`src/rtl/flit_frame_pkg.sv`:
```
package flit_frame_pkg;

  typedef enum logic [1:0] {
    TAG_DATA = 2'b00,
    TAG_HEAD = 2'b01,
    TAG_TAIL = 2'b10,
    TAG_BAD  = 2'b11
  } flit_tag_e;

  typedef enum logic [1:0] {
    CAUSE_ORPHAN    = 2'b00,
    CAUSE_PREMATURE = 2'b01,
    CAUSE_LENGTH    = 2'b10,
    CAUSE_ILLEGAL   = 2'b11
  } frame_cause_e;

  typedef enum logic [1:0] {
    ACT_HOLD,
    ACT_START,
    ACT_ADVANCE,
    ACT_CLOSE
  } track_act_e;

  typedef struct packed {
    logic head;
    logic tail;
    logic data;
    logic bad;
  } flit_class_t;

  // Width that can hold positions 0 .. fpp-1.
  function automatic int pos_width(input int fpp);
    int w;
    w = $clog2(fpp);
    return (w < 1) ? 1 : w;
  endfunction

  // Position index at which the tail is due.
  function automatic int last_pos(input int fpp);
    return fpp - 1;
  endfunction

endpackage

```
`src/rtl/flit_frame_judge.sv`:
```
module flit_frame_judge
  import flit_frame_pkg::*;
(
  input  flit_class_t  cls,
  input  logic         pkt_open,
  input  logic         at_last,
  output track_act_e   act,
  output logic         err,
  output frame_cause_e cause,
  output logic         ok
);

  always_comb begin
    act   = ACT_HOLD;
    err   = 1'b0;
    cause = CAUSE_ORPHAN;
    ok    = 1'b0;
    if (cls.bad) begin
      err   = 1'b1;
      cause = CAUSE_ILLEGAL;
      act   = pkt_open ? ACT_CLOSE : ACT_HOLD;
    end else if (cls.head) begin
      act = ACT_START;
      if (pkt_open) begin
        err   = 1'b1;
        cause = CAUSE_PREMATURE;
      end
    end else if (cls.tail) begin
      if (!pkt_open) begin
        err   = 1'b1;
        cause = CAUSE_ORPHAN;
      end else if (at_last) begin
        ok  = 1'b1;
        act = ACT_CLOSE;
      end else begin
        err   = 1'b1;
        cause = CAUSE_LENGTH;
        act   = ACT_CLOSE;
      end
    end else if (cls.data) begin
      if (!pkt_open) begin
        err   = 1'b1;
        cause = CAUSE_ORPHAN;
      end else if (at_last) begin
        err   = 1'b1;
        cause = CAUSE_LENGTH;
        act   = ACT_CLOSE;
      end else begin
        act = ACT_ADVANCE;
      end
    end
  end

endmodule

```
`config.mk`:
```
export PLATFORM = sky130hd
export DESIGN_NAME = flit_frame_judge
export DESIGN_NICKNAME = d
export VERILOG_FILES = /design/src/rtl/flit_frame_pkg.sv /design/src/rtl/flit_frame_judge.sv
export SDC_FILE = /design/constraint.sdc
export NUM_CORES = 1
export LEC_CHECK = 0
export BUFFER_PORTS_ARGS = -buffer_cell sky130_fd_sc_hd__buf_2
export CORE_AREA = 5 5 42 44
export DETAILED_ROUTE_END_ITERATION = 8
export DIE_AREA = 0 0 47 49
export SYNTH_ARGS = -nofsm -noshare
export SYNTH_HDL_FRONTEND = slang
export SYNTH_SLANG_ARGS = --single-unit
```
`constraint.sdc`:
```
create_clock -name vclk -period 1.22
set_input_delay 0.061 -clock vclk [all_inputs]
set_output_delay 0.061 -clock vclk [all_outputs]
set_load 0.02 [all_outputs]
```
Word level (Yosys, flattened, before mapping)
Cells that the tools add are included.

Bits in registers: 0.

Multiplexer cells: 29.

Operator list (count): two-way mux 2 bit (14); two-way mux 1 bit (15).

Logic depth before layout (Yosys ltp)
Word-level depth: 6. Mapped depth: 3. Mapped depth without buffers: 3.

Least setup slack after synthesis
No wires, ideal clock.

Kind: input port to output port. Start point: input port cls[3] in the netlist's numbering. End point: output port ok. Data arrival time: 659 ps. Required time: 1159 ps. Slack: 500 ps. Stages: 3. Path through: inv_1 -> nand2_1 -> nor3_1.

Word-level cells in the longest chain between the ends: 2.

Ends and longest elaborated chain: start: declaration (line flit_frame_judge.sv:4) `input flit_class_t cls,`; two-way mux 1 bit (line flit_frame_judge.sv:22) `end else if (cls.head) begin`; two-way mux 1 bit (line flit_frame_judge.sv:18) `if (cls.bad) begin`; end: declaration (line flit_frame_judge.sv:10) `output logic ok`.

No other way between the ends.

Final worst setup path
Start point: input port at_last. End point: output port act[0].

Word-level cells in the longest chain between the ends: 6.

Ends and longest elaborated chain: start: declaration (line flit_frame_judge.sv:6) `input logic at_last,`; two-way mux 1 bit (line flit_frame_judge.sv:44) `end else if (at_last) begin`; two-way mux 2 bit (line flit_frame_judge.sv:41) `if (!pkt_open) begin`; two-way mux 2 bit (line flit_frame_judge.sv:40) `end else if (cls.data) begin`; two-way mux 2 bit (line flit_frame_judge.sv:28) `end else if (cls.tail) begin`; two-way mux 2 bit (line flit_frame_judge.sv:22); two-way mux 2 bit (line flit_frame_judge.sv:18); end: declaration (line flit_frame_judge.sv:7) `output track_act_e act,`.

No other way between the ends.

==> impl_results.md <==
* GRT Residual Overflow at 0
* Crit Path Class: in2out
* Total Routing Usage GR at 0.0281
* Worst path slowest cell: a211o_1
* Initial DRC Count at 2
* Die ar. at 2300 µm²
* First-pass GRT wire length at 517 µm
* # setup viols final at 0
* Post-Synth Adder-Cell Area at 0
* Vias at 158
* Antenna Cells at 0
* Synth Net Count at 23
* Required @ worst endpoint at 1160 ps
* Netlist Area Pre-Place at 100 µm²
* Setup TNS at 0 ps
* Worst Path Max Fanout at 4
* Remaining antenna violation count at 0
* Top post-synthesis cells by area: a21o_1 15%, nand2_1 15%, mux2i_1 10%
* Arrival time worst endpoint at 770 ps
* Core box area at 1400 µm²
* Hold path cells at 3
* Placement Rows at 14
* Critical path launch point type: input pin
* # clk buffers at 0
* WL final at 361 µm
* Placed cell areas at 180 µm²
* Max VDD drop at 32.2 µV
* Area share of the largest cell type after synthesis at 0.150
* Layout Nets at 37
* Post-layout min period at 835 ps
* Compound-Gate Fraction of Synth Area at 0.438
* Hpwl dp at 319 µm
* Starting Density at 0.0714
* Commonest non-fill, non-tap cell in the layout: buf_2
* Post-synthesis simple-gate area fraction at 0.337
* Commonest non-fill, non-tap cells in the layout: 12 x buf_2, 4 x nand2_1, 2 x a21o_1, 2 x nor2_1
* Seq. cell area at 0 µm²
* FFs & Latches at 0
* Critical Path Start: at_last
* Fmax at 1.20 GHz
* RSZ-0062 raised after global routing: no
* Pwr dens at 398 nW/µm²
* Pin count of the biggest net entering global routing at 7
* Mapped Cells at 17
* Die W at 47 µm
* Crit path buf inv count at 2
* Area Overhead vs Synth at 80.0%
* Worst Tran Pin Value at 147 ps
* Max Slew Vio Count at 0
* Share of cells above drive strength 1 at 0.414
* Most common cell on crit path: buf_2
* # DRC at 0
* Vias in the first global route at 115
* CP cell instances: buf_2, a211o_1, nand2_1, o21ai_0, buf_2
* Die height at 49 µm
* Hold Crit Start: cls[0]
* GP Congestion at 0.690
* # resized after CTS at 0
* Netlist cell types at 12
* Setup crit end kind: primary output
* Relative slew slack at 0.901
* Setup bufs post-CTS at 0
* Syn Area/Cell at 5.89 µm²
* Hold Crit Class: in2out
* Post-synthesis sequential area ratio at 0
* Hold EP: ok
* CP top delay family: compound AO/OA/AOI/OAI gates
* Max cap viols at 0
* First-pass DRT Iterations at 3
* WL/cell at 8.02 µm
* Yosys top cell by area: a21o_1
* Peak per-stage delay on the critical path at 290 ps
* Fin crit share at 0.684
* YS warnings at 0
* Final Hold Viols at 0
* IO Pins at 12
* Post-route cell area at 180 µm²
* Outcome: finished clean
* Post-synthesis mux area share at 0.100
* Number of vias per cell at 3.51
* Synth Area in XOR/XNOR at 0.0875
* Initial antenna violation count at 0
* IO buf count at 12
* Leakage at 0.0967 nW
* CTS Hold Bufs at 0
* Largest family of logic cells by synthesized area: compound AO/OA/AOI/OAI gates
## metal layers
metal | global-route usage | vias to the layer above | share of wire
li1 | - | 85 | -
met2 | 0.0543 | 6 | 0.51
met4 | 0 | 0 | 0
met1 | 0.0348 | 67 | 0.35
met5 | 0 | - | 0
met3 | 0 | 0 | 0.14
## layout make-up
type / instances / area [µm²]
Inverter: 1 / 3.75
Multi-Input combinational cell: 16 / 96.3
Fill cell: 173 / 1220
Timing Repair Buffer: 12 / 60.1
Tap cell: 16 / 20.0
## worst max-delay path by stage
stage                        end  cells past startpoint
after global placement    act[0]                      5
after CTS                 act[0]                      5
after global routing      act[0]                      5
final                     act[0]                      5
after floorplan               ok                      3
after detailed placement  act[0]                      5
## report_power, final
part / internal (mW) / switching (mW)
logic: 0.0294 / 0.0424
clock network: 0 / 0
registers: 0 / 0
## synth_stat cells (all sizes together)
library cell	n
nand2	4
a21o	2
nor2	2
a211o	1
inv	1
mux2i	1
nor2b	1
nor3	1
o21a	1
o21ai	1
o21bai	1
xnor2	1
## per-stage QoR
step / setup WS (ps) / power [mW] / std cells / hold WS [ps] / utilization
floorplan: 500 / 0.0401 / 17 / 211 / -
global placement: 374 / 0.0728 / 45 / 464 / 0.129
detailed placement: 379 / 0.0727 / 45 / 468 / 0.129
CTS: 376 / 0.0732 / 45 / 470 / 0.129
global route: 330 / 0.0793 / 45 / 478 / 0.129
finish: 385 / 0.0718 / 45 / 463 / 0.129
## kinds of logic (layout without fill, tap and decap cells)
logic type                count (synthesis)  after routing
muxes                                     1              1
xor gates and xnor gates                  1              1
buffers and inverters                     1             13
AOI/OAI and AO/OA                         6              6
and+or+nand+nor                           8              8
(Power assumes the default switching activity.)
